### src/rtl/opf_pkg.sv
package opf_pkg;

    localparam int WORD_W = 16;
    localparam int MODE_W = 3;

    localparam logic [MODE_W-1:0] AM_IMM = 3'd0;
    localparam logic [MODE_W-1:0] AM_DIR = 3'd1;
    localparam logic [MODE_W-1:0] AM_IND = 3'd2;
    localparam logic [MODE_W-1:0] AM_IDX = 3'd3;
    localparam logic [MODE_W-1:0] AM_STK = 3'd4;

    typedef enum logic [2:0] {
        ST_IDLE  = 3'd0,
        ST_ADDR1 = 3'd1,
        ST_WAIT1 = 3'd2,
        ST_ADDR2 = 3'd3,
        ST_WAIT2 = 3'd4,
        ST_DONE  = 3'd5
    } fstate_e;

    typedef struct packed {
        logic [MODE_W-1:0] mode;
        logic [WORD_W-1:0] field;
        logic [WORD_W-1:0] xr;
        logic [WORD_W-1:0] sp;
    } fetch_req_t;

    function automatic logic mode_legal(input logic [MODE_W-1:0] m);
        return (m <= AM_STK);
    endfunction

    function automatic logic mode_reads(input logic [MODE_W-1:0] m);
        return mode_legal(m) && (m != AM_IMM);
    endfunction

    function automatic logic mode_two_reads(input logic [MODE_W-1:0] m);
        return (m == AM_IND);
    endfunction

endpackage

### src/rtl/opf_addr_gen.sv
module opf_addr_gen
    import opf_pkg::*;
(
    input  fetch_req_t        req,
    output logic [WORD_W-1:0] addr
);
    // One shared adder: the base is picked by mode, the offset is always the field.
    logic [WORD_W-1:0] base;

    always_comb begin
        case (req.mode)
            AM_IDX:  base = req.xr;
            AM_STK:  base = req.sp;
            default: base = '0;
        endcase
        addr = base + req.field;   // wraps modulo 2^WORD_W
    end

endmodule

### src/rtl/opf_seq.sv
module opf_seq
    import opf_pkg::*;
(
    input  logic              clk,
    input  logic              rst,
    input  logic              start,
    input  logic [MODE_W-1:0] mode_in,
    input  logic [MODE_W-1:0] mode_q,
    input  logic              mem_ready,
    output fstate_e           state
);
    fstate_e nxt;

    always_comb begin
        nxt = state;
        case (state)
            ST_IDLE:  if (start) nxt = mode_reads(mode_in) ? ST_ADDR1 : ST_DONE;
            ST_ADDR1: nxt = ST_WAIT1;
            ST_WAIT1: if (mem_ready) nxt = mode_two_reads(mode_q) ? ST_ADDR2 : ST_DONE;
            ST_ADDR2: nxt = ST_WAIT2;
            ST_WAIT2: if (mem_ready) nxt = ST_DONE;
            ST_DONE:  nxt = ST_IDLE;
            default:  nxt = ST_IDLE;
        endcase
    end

    always_ff @(posedge clk) begin
        if (rst) state <= ST_IDLE;
        else     state <= nxt;
    end


    second_read_only_indirect_chk: assert property (@(posedge clk) disable iff (rst)
        (state == ST_ADDR2) |-> (mode_q == AM_IND));


    done_then_idle_chk: assert property (@(posedge clk) disable iff (rst)
        (state == ST_DONE) |=> (state == ST_IDLE));

endmodule

### src/rtl/opf_mem_port.sv
module opf_mem_port
    import opf_pkg::*;
(
    input  logic              clk,
    input  logic              rst,
    input  logic              load_first,
    input  logic              load_chain,
    input  logic [WORD_W-1:0] first_addr,
    input  logic              capture,
    input  logic [WORD_W-1:0] rdata,
    output logic [WORD_W-1:0] mar,
    output logic [WORD_W-1:0] mdr
);
    always_ff @(posedge clk) begin
        if (rst) begin
            mar <= '0;
            mdr <= '0;
        end else begin
            if (load_first)      mar <= first_addr;
            else if (load_chain) mar <= mdr;
            if (capture)         mdr <= rdata;
        end
    end


    chain_addr_chk: assert property (@(posedge clk) disable iff (rst)
        load_chain |=> (mar == $past(mdr)));

endmodule

### src/rtl/operand_fetch.sv
module operand_fetch
    import opf_pkg::*;
(
    input  logic                clk,
    input  logic                rst,
    input  logic                start,
    input  logic [2:0]          mode,
    input  logic [15:0]         field,
    input  logic [15:0]         xreg,
    input  logic [15:0]         sreg,
    output logic                busy,
    output logic                done,
    output logic                illegal,
    output logic [15:0]         result,
    output logic                mem_req,
    output logic [15:0]         mem_addr,
    input  logic                mem_ready,
    input  logic [15:0]         mem_rdata
);
    fstate_e           state;
    fetch_req_t        req_q;
    logic              accept;
    logic              in_wait;
    logic              capture;
    logic              final_read;
    logic [WORD_W-1:0] first_addr;
    logic [WORD_W-1:0] mar;
    logic [WORD_W-1:0] mdr;
    logic [WORD_W-1:0] result_q;
    logic              illegal_q;

    assign accept     = start && (state == ST_IDLE);
    assign in_wait    = (state == ST_WAIT1) || (state == ST_WAIT2);
    assign capture    = in_wait && mem_ready;
    assign final_read = (state == ST_WAIT2) ||
                        ((state == ST_WAIT1) && !mode_two_reads(req_q.mode));

    // Request snapshot taken only on an accepted start.
    always_ff @(posedge clk) begin
        if (rst) begin
            req_q <= '0;
        end else if (accept) begin
            req_q.mode  <= mode;
            req_q.field <= field;
            req_q.xr    <= xreg;
            req_q.sp    <= sreg;
        end
    end

    opf_seq u_seq (
        .clk       (clk),
        .rst       (rst),
        .start     (start),
        .mode_in   (mode),
        .mode_q    (req_q.mode),
        .mem_ready (mem_ready),
        .state     (state)
    );

    opf_addr_gen u_agen (
        .req  (req_q),
        .addr (first_addr)
    );

    opf_mem_port u_port (
        .clk        (clk),
        .rst        (rst),
        .load_first (state == ST_ADDR1),
        .load_chain (state == ST_ADDR2),
        .first_addr (first_addr),
        .capture    (capture),
        .rdata      (mem_rdata),
        .mar        (mar),
        .mdr        (mdr)
    );

    // Result and error flag: written at accept (no-memory modes) or on the last read.
    always_ff @(posedge clk) begin
        if (rst) begin
            result_q  <= '0;
            illegal_q <= 1'b0;
        end else begin
            if (accept) begin
                illegal_q <= !mode_legal(mode);
                if (!mode_reads(mode))
                    result_q <= (mode == AM_IMM) ? field : '0;
            end else if (capture && final_read) begin
                result_q <= mem_rdata;
            end
        end
    end

    assign busy     = (state != ST_IDLE);
    assign done     = (state == ST_DONE);
    assign mem_req  = in_wait;
    assign mem_addr = mar;
    assign result   = result_q;
    assign illegal  = illegal_q;


    req_hold_chk: assert property (@(posedge clk) disable iff (rst)
        (mem_req && !mem_ready) |=> (mem_req && $stable(mem_addr)));


    illegal_zero_chk: assert property (@(posedge clk) disable iff (rst)
        (done && illegal) |-> (result == '0));


    done_pulse_chk: assert property (@(posedge clk) disable iff (rst)
        done |=> !done);


    result_hold_chk: assert property (@(posedge clk) disable iff (rst)
        (!busy && !start) |=> ($stable(result) && $stable(illegal)));


    req_frozen_chk: assert property (@(posedge clk) disable iff (rst)
        busy |=> $stable(req_q));


    reset_clear_chk: assert property (@(posedge clk)
        rst |=> (!busy && !mem_req && mem_addr == '0 && result == '0));


    no_req_idle_chk: assert property (@(posedge clk) disable iff (rst)
        mem_req |-> busy);

endmodule

### config.mk
export PLATFORM = sky130hd
export DESIGN_NAME = operand_fetch
export DESIGN_NICKNAME = d
export VERILOG_FILES = /design/src/rtl/opf_pkg.sv /design/src/rtl/opf_addr_gen.sv /design/src/rtl/opf_seq.sv /design/src/rtl/opf_mem_port.sv /design/src/rtl/operand_fetch.sv
export SDC_FILE = /design/constraint.sdc
export NUM_CORES = 1
export LEC_CHECK = 0
export ABC_AREA = 1
export BUFFER_PORTS_ARGS = -buffer_cell sky130_fd_sc_hd__buf_4
export CAP_MARGIN = 20
export CORE_AREA = 4 4 120 122
export DETAILED_ROUTE_END_ITERATION = 12
export DIE_AREA = 0 0 124 126
export SLEW_MARGIN = 30
export SYNTH_ARGS = -nofsm -noshare
export SYNTH_HDL_FRONTEND = slang
export SYNTH_HIERARCHICAL = 1
export SYNTH_SLANG_ARGS = --single-unit
### constraint.sdc
create_clock -name clk -period 3.5 [get_ports clk]
set_clock_uncertainty 0.2 [all_clocks]
set_input_delay 0.525 -clock clk [delete_from_list [all_inputs] [get_ports clk]]
set_output_delay 0.525 -clock clk [all_outputs]
set_load 0.05 [all_outputs]
Word-level counts from Yosys, hierarchy flattened
Index checks and enable logic that the tools add are counted.
{"block": "totals", "elab_cells": 53, "ff_bits": 103, "in_bits": 71, "output_inout_bits": 36}
{"block": "op_classes", "addsub": 1, "eq_ne": 12, "n_lt_le_gt_ge": 1, "mux": 13, "n_reduce_logical": 17}
{"cell": "2-to-1 mux 16 bit", "count": 6}
{"cell": "one-hot mux 16 bit (2 select lines)", "count": 1}
{"cell": "adder 16 bit", "count": 1}
{"cell": "2-to-1 mux 3 bit", "count": 5}
{"cell": "one-hot mux 3 bit (5 select lines)", "count": 1}
{"cell": "== test 3 x 2 -> 1 bit, second input constant", "count": 4}
{"cell": "== test 3 bit, second input constant", "count": 3}
{"cell": "!= test 2 bit, second input constant", "count": 4}
{"cell": "zero test 3 bit", "count": 2}
{"cell": "nonzero test 3 bit", "count": 2}
{"cell": "logical AND 1 bit", "count": 5}
{"cell": "nonzero test 2 bit", "count": 2}
{"cell": "== test 3 x 1 -> 1 bit, second input constant", "count": 1}
{"cell": "<= comparator 3 bit, second input constant", "count": 1}
{"cell": "AND reduction 3 bit", "count": 1}
{"cell": "zero test 1 bit", "count": 2}
{"cell": "logical OR 1 bit", "count": 2}
{"cell": "AND reduction 2 bit", "count": 1}

Longest topological paths before layout
Gate-level depths: netlist of run 1.
{"block": "logic_depth", "word_depth": 7, "mapped_depth": 19, "mapped_depth_nobuf": 17}

By module
Netlist of run 1, hierarchy kept.
{"module": "operand_fetch", "seq_area_each_um2": 1361.3, "instances": 1, "area_per_inst_um2": 2810.2, "cells_each": 401}
{"module": "opf_mem_port", "seq_area_each_um2": 640.6, "instances": 1, "area_per_inst_um2": 1363.8, "cells_each": 191}
{"module": "opf_addr_gen", "seq_area_each_um2": 0.0, "instances": 1, "area_per_inst_um2": 1217.4, "cells_each": 239}
{"module": "opf_seq", "seq_area_each_um2": 60.1, "instances": 1, "area_per_inst_um2": 235.2, "cells_each": 42}

Worst setup path after synthesis of run 1
No wires, ideal clock.
{"block": "synth_path", "path_type": "reg2reg", "from": "register req_q[50] (netlist bit)", "to": "register u_port.mar[12]", "setup_slack_ns": 1.006, "n_path_buf": 2, "required_time_ns": 3.191, "setup_time_ns": 0.109, "arrival_ns": 2.186, "period_less_slack_ns": 2.494, "stages_incl_launch_ff": 19, "path_cell_list": "dfxtp_1 > buf_2 > inv_2 > nand3_2 > buf_2 > o21ai_0 > ha_1 > inv_1 > fa_1 > inv_1 > nand3_1 > nand3_1 > nand3_1 > nand4_1 > nand2_1 > nand2_1 > nand3_1 > nand2_1 > inv_1"}
{"block": "synth_between", "elab_chain_len": 4, "elab_cells_between_ends": 5, "classes_between": "add/sub (1); eq/ne (2); mux (2)"}
{"element": "start, declared", "line_no": "operand_fetch.sv:21", "source": "fetch_req_t req_q;"}
{"element": "== test 3 bit or == test 3 x 2 -> 1 bit (tied branches)", "line_no": "opf_addr_gen.sv:11", "source": "case (req.mode)"}
{"element": "one-hot mux 16 bit (2 select lines) *", "line_no": "opf_addr_gen.sv:11"}
{"element": "adder 16 bit *", "line_no": "opf_addr_gen.sv:16", "source": "addr = base + req.field;"}
{"element": "net first_addr[12]", "line_no": "operand_fetch.sv:26", "source": "logic [WORD_W-1:0] first_addr;"}
{"element": "2-to-1 mux 16 bit *", "line_no": "opf_mem_port.sv:19", "source": "if (load_first) mar <= first_addr;"}
{"element": "end signal, assigned", "line_no": "opf_mem_port.sv:19"}
{"element": "end signal, assigned", "line_no": "opf_mem_port.sv:20", "source": "else if (load_chain) mar <= mdr;"}
{"element": "end, declared", "line_no": "opf_mem_port.sv:11", "source": "output logic [WORD_W-1:0] mar,"}
The timed path passes the listed nets; every way through them passes the cells marked *.
A chain may end at the register's enable or synchronous reset.

Final worst setup path of run 1
{"block": "layout_path", "from": "register req_q[48] (netlist bit)", "to": "register u_port.mar[12]"}
The elaborated chain is that of the path after synthesis.

==> metrics.txt, run 1 <==
status=completed; Critical Path End Type=flop; vias in the first global route=approximately 5000; Syn Std Cell Area=0.005627 sq mm; CTS tree=built; WP data required=3.60 ns; largest stage delay on the critical path=~0.49 ns; placed cells=1124; core footprint=0.01319 sq mm; Tightest Pin Transition=around 0.9 ns; prevailing post-synth register cell=dfxtp_1; sequential area share after synthesis=a little over a third; P_sw=between 2000 and 2500 uW; post-CTS resize count=0; Die Footprint=0.01562 sq mm; Synth-to-Final Area Change=20.75%; asr flop ratio synth=0%; cell taking the most area after synthesis=dfxtp_1; VDD IR-drop max=344.7 uV; Root Buffer=clkbuf_16; Critical Path Fanout Max=15; final-stage net count=1048; clock-pin slew of the registers on the worst-case setup and hold paths=0.08 ns; fin crit share=80.52%; setup bufs post-CTS=0; drt pass-1 iters=5; I/O Pins=107; internal power=2721 uW; Power Density=720.0 mW/mm^2; Post-synth EDFFs=0; post-layout instance area=between 0.006 and 0.007 sq mm; Synthesis Warnings=6; Global Route Usage Sum=approximately a fifth; Critical Path, Cell by Cell=nand3_2, o21ai_0, ha_1, inv_1, fa_1, inv_1, nand3_1, nand3_1, nand3_1, nand3_1, nand2_1, nand2_1, nand2_1, nand3_1, nand2_1, inv_1; Die Wd=124 um; Slew headroom=between 40 and 50%; IO Port Bufs=106; first-pass GRT wire length=25640 um; Post-DP Area=between 0.006 and 0.007 sq mm; critical path's most frequent cell=nand3_1; Max-cap violations=0; sw frac=44.38%; Tmin final=2.818 ns; final hold vios=0; Diodes inserted=0; Final Setup Violations=0; crit path max-delay cell type=dfxtp_1; RSZ-0062 raised after global routing=false; Comb pwr share=about 45%; Total Wirelength=15830 um; share of post-route cells with drive strength above 1=between 10% and 20%; P_leak=0.003345 uW; crit start category=flop; achievable frequency=354.8 MHz; H-tree levels=3; sequential share of power=33.9%; top post-synthesis cells by count=nand2_1, dfxtp_1, inv_1; Fin Hold WS=0.1976 ns; Final Max Tran Viols=0; initial core utilization=42.66%; setup TNS=0 ns; Distinct cells, synth=35; Avg Inst Size Synth=6.445 sq um; 1st-iter DRT viols=397; Vias=between 5000 and 6000; Setup CP Type=reg2reg; initial antenna violation count=0; Critical Path AT=around 2.9 ns; most common cell in the netlist=nand2_1; DRC viols=0; Seq cells post-synth=103; CTS Buf Count=9; grt total ovfl=0; clock sink count=103; Die H=126 um; Pwr Total=4892 uW; Post-Syn Instances=around 870; Layout Cells excl Fill=around 1100; gate family responsible for the most delay along the worst path=simple AND/OR/NAND/NOR gates; clock power share=21.6%; Synth top area share=36.65%; hold crit path type=in2reg; largest net degree at the start of global routing=52; GPL Wtd Cong=0.8555; Post-Synthesis Net Count=a little under 1000; deepest clock path buffer count=2; CTS Hold Buffers Added=0; Clock Latency Late Sink=0.35 ns; HPWL after detailed placement=12100 um; # rows=42; crit path buf inv count=3; DR vias/cell=approximately 4.8; largest cells by area after synthesis=dfxtp_1, nand2_1, inv_1; WL per Instance=roughly 14 um; Routed Antenna Nets=0
-- path summary, 6_finish.rpt --
check | slack [ns] | cells after the start | from | endpoint
worst max-delay path | 0.68 | 16 | req_q[48]$_SDFFE_PP0P_ | u_port/mar[12]$_SDFFE_PP0P_
worst min register to register | 0.26 | 2 | req_q[1]$_SDFFE_PP0P_ | req_q[1]$_SDFFE_PP0P_
worst min-delay path | 0.20 | 2 | rst | u_seq/state[1]$_SDFFE_PP0P_
worst max register to register | 0.68 | 16 | req_q[48]$_SDFFE_PP0P_ | u_port/mar[12]$_SDFFE_PP0P_
-- area by class of cell --
class	count	area [sq um]
Clock buffer	10	239.0
Tap cell	176	220.2
Sequential cell	103	2062
Multi-Input combinational cell	623	2937
Inverter	106	397.9
Clock inverter	6	67.56
Timing Repair Buffer	116	870.8
Fill cell	1410	6396
-- cells in the final DEF (no fill, tap or decap), types with 7 or more instances in the layout --
master,count
a21oi_1,65
buf_4,116
clkbuf_16,9
dfxtp_1,103
ha_1,17
inv_1,98
nand2_1,300
nand2_2,9
nand3_1,66
nor2_1,78
o21ai_0,41
o21ai_1,7
-- sequential cells by signal, summed over array words and instances (netlist names) --
name,count
req_q,51
illegal,1
u_port/mar,16
result,16
u_seq/state,3
u_port/mdr,16
-- routing by layer --
layer / routed length [um] / GRT usage, % / vias to the layer above / part of all wire (%)
met2: 7193 / 31.59 / 129 / 45
li1: - / - / 2904 / -
met3: 863 / 5.022 / 18 / 5.5
met1: 7529 / 29.34 / 2425 / 48
met4: 244 / 5.412 / 0 / 1.5
met5: 0 / 0 / - / 0
-- cells by family after synthesis --
group / Yosys count / synth area share, %
compound gates: 118 / 10.72
xor+xnor: 7 / 1.090
fa+ha+maj: 18 / 4.136
buf+inv: 147 / 11.25
flops: 103 / 36.65
simple gates: 480 / 36.16
-- power groups by stage --
| stage | Sequential, uW | Combinational [uW] | Clock (uW) |
|---|---|---|---|
| 2_1_floorplan | 1970 | 1360 | 0 |
| 3_5_place_dp | 1690 | 2190 | 0 |
| 5_1_grt | 1700 | 2410 | 1120 |
| 4_1_cts | 1660 | 2190 | 1070 |
| 3_3_place_gp | 1680 | 2180 | 0 |
| 6_report | 1660 | 2180 | 1050 |
-- through the flow --
stage / setup slack, ns / util (%)
2_1_floorplan: 1.006 / -
3_3_place_gp: 0.7491 / 49.18
3_5_place_dp: 0.6975 / 49.18
4_1_cts: 0.6771 / 51.51
5_1_grt: 0.3616 / 51.51
6_report: 0.6818 / 51.51
No activity file was read; power rests on OpenSTA's default activity.
==> run 2, diff against run 1 <==
==> constraint.sdc (replaced) <==
create_clock -name clk -period 2.7 [get_ports clk]
set_clock_uncertainty 0.2 [all_clocks]
set_input_delay 0.405 -clock clk [delete_from_list [all_inputs] [get_ports clk]]
set_output_delay 0.405 -clock clk [all_outputs]
set_load 0.05 [all_outputs]
==> metrics.txt, run 2 (synthesis results as in run 1) <==
CTS Buf Count=9 (unchanged); first-pass GRT wire length=25420 um (was 25640 um); Root Buffer=clkbuf_16 (unchanged); Max-cap violations=0 (unchanged); Clock Latency Late Sink=0.36 ns (was 0.35 ns); hold_sp=mem_rdata[9] (was rst); Final Util=51.87% (was 51.51%); reg2reg start=req_q[49]$_SDFFE_PP0P_ (was req_q[48]$_SDFFE_PP0P_); vias in the first global route=4987 (was 5043); IO Port Bufs=106 (unchanged); Die Footprint=0.01562 sq mm (unchanged); Power Density=925.6 mW/mm^2 (was 720.0 mW/mm^2); Critical Path Fanout Max=13 (was 15); share of post-route cells with drive strength above 1=17.75% (was 16.80%); I/O Pins=107 (unchanged); CTS tree=built (unchanged); Reg2Reg Depth=16 (unchanged); deepest clock path buffer count=2 (unchanged); final-stage net count=1053 (was 1048); Tightest Pin Transition=0.6796 ns (was 0.8981 ns); Final Max Tran Viols=0 (unchanged); Die H=126 um (unchanged); VDD IR-drop max=475.2 uV (was 344.7 uV); DR vias/cell=4.759 (was 4.804); clock sink count=103 (unchanged); Die Wd=124 um (unchanged); achievable frequency=407.3 MHz (was 354.8 MHz); Vias=5449 (was 5476); Total Wirelength=15530 um (was 15830 um); Diodes inserted=0 (unchanged); RSZ-0062 raised after global routing=false (unchanged); max FFs per register=51 (unchanged); Synth-to-Final Area Change=21.59% (was 20.75%); clock-pin slew of the registers on the worst-case setup and hold paths=0.07 ns (was 0.08 ns); largest net degree at the start of global routing=48 (was 52); HPWL after detailed placement=12140 um (was 12100 um); Routed Antenna Nets=0 (unchanged); Tmin final=2.455 ns (was 2.818 ns); WL per Instance=13.56 um (was 13.89 um); GPL Wtd Cong=0.9164 (was 0.8555); setup bufs post-CTS=0 (unchanged); 1st-iter DRT viols=345 (was 397); Setup CP Type=reg2reg (unchanged); WHS Endpoint=u_port/mdr[9]$_SDFFE_PP0P_ (was u_seq/state[1]$_SDFFE_PP0P_); commonest non-fill, non-tap cells in the layout=nand2_1, buf_4, dfxtp_1 (unchanged); Global Route Usage Sum=20.59% (was 20.72%); status=completed (unchanged); Final Setup Violations=0 (unchanged); H-tree levels=3 (unchanged); DRC viols=0 (unchanged); final hold vios=0 (unchanged); commonest non-fill, non-tap cell in the layout=nand2_1 (unchanged); Slew headroom=54.64% (was 40.06%); Critical Path AT=2.51 ns (was 2.91 ns); P_leak=0.003367 uW (was 0.003345 uW); setup TNS=0 ns (unchanged); r2r endpoint=u_port/mar[10]$_SDFFE_PP0P_ (was u_port/mar[12]$_SDFFE_PP0P_); Biggest register=req_q (unchanged); initial core utilization=42.66% (unchanged); fin crit share=90.94% (was 80.52%); drt pass-1 iters=4 (was 5); R2R setup slack=0.24 ns (was 0.68 ns); grt total ovfl=0 (unchanged); hold path depth=3 (was 2); crit start category=flop (unchanged); # rows=42 (unchanged); initial antenna violation count=0 (unchanged); WP data required=2.76 ns (was 3.60 ns); hold crit path type=in2reg (unchanged); Critical Path End Type=flop (unchanged); core footprint=0.01319 sq mm (unchanged)
run 2: cell types whose count changed in the layout (fill, tap and decap cells not counted), sizes merged:
cell	previous run	this run
clkinvlp	1	2
clkinv	4	3
buf	116	121
clkbuf	10	9
inv	106	107
run 2: layer usage:
layer  share of wire [%]  vias up  GRT usage, %
met3                 5.0       14         4.350
met5                   0        -             0
li1                    -     2911             -
met4                0.94        0         4.510
met1                  47     2420         29.04
met2                  47      104         32.39
run 2: critical path: stages (launching register included):
cell	delay [ns]
dfxtp_2	0.41
nand3_2	0.11
buf_4	0.18
o21ai_0	0.20
ha_1	0.32
nand2_1	0.12
inv_1	0.06
a21oi_1	0.17
nand2_2	0.11
nand2_1	0.09
nand2_1	0.05
nand2_1	0.05
nand2_1	0.06
nand2_1	0.06
nand3_1	0.07
nand2_1	0.06
inv_1	0.03
run 2: area by class of cell:
cell class              count  area, sq um
inverters                 106        397.9
clock inverters             7        80.08
flip-flops and latches    103         2066
repair buffers            121        908.4
clock buffers               9        225.2
multi-input cells         623         2944
fillers                  1445         6349
well taps                 176        220.2
run 2: through the flow:
stage          instances  setup slack (ns)  total power (uW)  hold slack, ns  area [sq um]
2_1_floorplan        873            0.2056              4306          0.2443          5627
3_3_place_gp        1129           0.08403              5019          0.2537          6525
3_5_place_dp        1129           0.06493              5026          0.2567          6525
4_1_cts             1145           0.04604              6392         0.08010          6830
5_1_grt             1145           0.01778              6811         0.08244          6842
6_report            1145            0.2447              6332         0.08936          6842
run 2: timing repair:
action                     CTS  global route
resized for setup            0             9
setup endpoints to repair    0            12
hold buffers                 0             0
run 2: report_power, final:
group / internal, uW / switching [uW]
clock network: 731 / 624
logic: 893 / 1920
registers: 1900 / 263
run 2: how the worst max path moves through the flow:
stage                                       from                          end  slack, ns  cells past startpoint
after global placement    req_q[49]$_SDFFE_PP0P_  u_port/mar[12]$_SDFFE_PP0P_       0.08                     15
after CTS                 req_q[49]$_SDFFE_PP0P_  u_port/mar[12]$_SDFFE_PP0P_       0.05                     15
after global routing      req_q[49]$_SDFFE_PP0P_  u_port/mar[13]$_SDFFE_PP0P_       0.02                     17
after detailed placement  req_q[49]$_SDFFE_PP0P_  u_port/mar[12]$_SDFFE_PP0P_       0.06                     15
final                     req_q[49]$_SDFFE_PP0P_  u_port/mar[10]$_SDFFE_PP0P_       0.24                     16
after floorplan           req_q[50]$_SDFFE_PP0P_  u_port/mar[12]$_SDFFE_PP0P_       0.21                     18
==> run 3, diff against run 2 <==
==> constraint.sdc (replaced) <==
create_clock -name clk -period 2.5 [get_ports clk]
set_clock_uncertainty 0.2 [all_clocks]
set_input_delay 0.375 -clock clk [delete_from_list [all_inputs] [get_ports clk]]
set_output_delay 0.375 -clock clk [all_outputs]
set_load 0.05 [all_outputs]
==> metrics.txt, run 3 (synthesis results as in run 1) <==
Diodes inserted=0 (unchanged); clock-pin slew of the registers on the worst-case setup and hold paths=0.08 ns (was 0.07 ns); hold path depth=3 (unchanged); H-tree levels=3 (unchanged); P_leak=0.003542 uW (was 0.003367 uW); # rows=42 (unchanged); CTS Buf Count=9 (unchanged); share of post-route cells with drive strength above 1=23.35% (was 17.75%); max FFs per register=51 (unchanged); reg2reg start=req_q[49]$_SDFFE_PP0P_ (unchanged); hold_sp=mem_rdata[9] (unchanged); CTS tree=built (unchanged); vias in the first global route=5102 (was 4987); I/O Pins=107 (unchanged); largest net degree at the start of global routing=51 (was 48); setup TNS=0 ns (unchanged); DRC viols=0 (unchanged); Die H=126 um (unchanged); worst slack, placed=-0.1051 ns (was 0.06493 ns); WP data required=2.56 ns (was 2.76 ns); Power Density=981.3 mW/mm^2 (was 925.6 mW/mm^2); WHS Endpoint=u_port/mdr[9]$_SDFFE_PP0P_ (unchanged); CTS Hold Buffers Added=0 (unchanged); commonest non-fill, non-tap cells in the layout=nand2_1, buf_4, dfxtp_1 (unchanged); HPWL after detailed placement=12210 um (was 12140 um); Slew headroom=50.51% (was 54.64%); GPL Wtd Cong=0.8753 (was 0.9164); grt total ovfl=0 (unchanged); worst setup margin=0.1381 ns (was 0.2447 ns); initial antenna violation count=0 (unchanged); status=completed (unchanged); VDD IR-drop max=569.5 uV (was 475.2 uV); Pwr Total=7146 uW (was 6332 uW); IO Port Bufs=106 (unchanged); r2r endpoint=u_port/mar[6]$_SDFFE_PP0P_ (was u_port/mar[10]$_SDFFE_PP0P_); Vias=5648 (was 5449); Die Wd=124 um (unchanged); Setup CP Type=reg2reg (unchanged); drt pass-1 iters=5 (was 4); fill count=1401 (was 1445); Clock Latency Late Sink=0.35 ns (was 0.36 ns); first-pass GRT wire length=25960 um (was 25420 um); 1st-iter DRT viols=384 (was 345); clock sink count=103 (unchanged); initial core utilization=42.66% (unchanged); Tmin final=2.362 ns (was 2.455 ns); final hold vios=0 (unchanged); Final Max Tran Viols=0 (unchanged); Routed Antenna Nets=0 (unchanged); hold crit path type=in2reg (unchanged); Register Area=0.002071 sq mm (was 0.002066 sq mm); Die Footprint=0.01562 sq mm (unchanged); Max-cap violations=0 (unchanged); Global Route Usage Sum=20.93% (was 20.59%); final-stage net count=1082 (was 1053); R2R setup slack=0.14 ns (was 0.24 ns); Reg2Reg Depth=14 (was 16); DR vias/cell=4.811 (was 4.759); achievable frequency=423.4 MHz (was 407.3 MHz); Synth-to-Final Area Change=29.42% (was 21.59%); commonest non-fill, non-tap cell in the layout=nand2_1 (unchanged); RSZ-0062 raised after global routing=true (was false); WL per Instance=13.92 um (was 13.56 um); Root Buffer=clkbuf_16 (unchanged); Tightest Pin Transition=0.7416 ns (was 0.6796 ns); deepest clock path buffer count=2 (unchanged); Total Wirelength=16340 um (was 15530 um); Biggest register=req_q (unchanged); Multi-input gate area=0.003129 sq mm (was 0.002944 sq mm); crit start category=flop (unchanged); fin crit share=94.48% (was 90.94%); Final Setup Violations=0 (unchanged); Critical Path Fanout Max=7 (was 13); Critical Path AT=2.42 ns (was 2.51 ns); core footprint=0.01319 sq mm (unchanged); Fin Hold WS=0.04971 ns (was 0.08936 ns); Critical Path End Type=flop (unchanged)
[run 3: changes by cell type in the layout (fill, tap and decap cells not counted), moves of 5 or more]
cell and delta:
ha_4 +6, buf_4 +24, a21oi_1 -6, o21ai_2 +8, o21ai_0 -5, nand2_1 -5
ha_1 -7, a21oi_2 +6
[run 3: timing repair]
| item | CTS | global route |
|---|---|---|
| pin swaps | 2 | 22 |
| gates resized for setup | 6 | 50 |
| cloned | 1 | 0 |
| endpoints found under the setup margin | 10 | 12 |
| hold endpoints to repair | 0 | 0 |
| setup buffers | 0 | 8 |
[run 3: worst max path at each step]
stage                           startpoint                     endpoint  slack, ns  cells after the start
floorplan           req_q[50]$_SDFFE_PP0P_  u_port/mar[12]$_SDFFE_PP0P_      0.006                     18
global placement    req_q[49]$_SDFFE_PP0P_   u_port/mar[9]$_SDFFE_PP0P_      -0.02                     15
detailed placement  req_q[48]$_SDFFE_PP0P_   u_port/mar[9]$_SDFFE_PP0P_      -0.11                     15
CTS                 req_q[50]$_SDFFE_PP0P_  u_port/mar[15]$_SDFFE_PP0P_       0.01                     17
global route        req_q[49]$_SDFFE_PP0P_  u_port/mar[12]$_SDFFE_PP0P_      -0.03                     17
finish              req_q[49]$_SDFFE_PP0P_   u_port/mar[6]$_SDFFE_PP0P_       0.14                     14
[run 3: worst max-delay path, cell delays in order, from the launching register on]
cell     delay (ns)
dfxtp_4        0.40
nand3_4        0.14
buf_4          0.18
o21ai_1        0.14
ha_1           0.30
nand2_1        0.13
nand2_1        0.07
a21oi_2        0.13
nand2_2        0.10
buf_4          0.14
xor2_1         0.13
nand2_1        0.06
nand3_1        0.06
nand2_1        0.06
inv_1          0.03
[run 3: layout make-up]
class | instances | share of cell area [%]
clock buffer | 10 | 3.282
clock inverter | 6 | 1.014
inverter | 106 | 5.464
multi-input combinational | 624 | 42.97
sequential | 103 | 28.44
tap | 176 | 3.024
timing repair buffer | 149 | 15.81
[run 3: stage by stage]
step	std cells	utilization [%]	area (sq um)
after floorplan	873	-	5627
after global placement	1149	50.80	6700
after detailed placement	1149	50.80	6700
after CTS	1166	53.29	7029
after global routing	1174	55.21	7282
final	1174	55.21	7282
[run 3: where the power goes]
part	switching, uW	leakage (uW)	total [uW]	internal [uW]
sequential	274	0.000844	2320	2050
combinational	2190	0.00255	3320	1130
clock	679	0.000148	1500	819
[run 3: layer usage]
metal,vias up,share of wire (%),global-route usage [%]
met5,-,0,0
met2,119,47,33.22
li1,2970,-,-
met4,0,1.3,5.928
met1,2543,48,29.54
met3,16,4.4,3.049
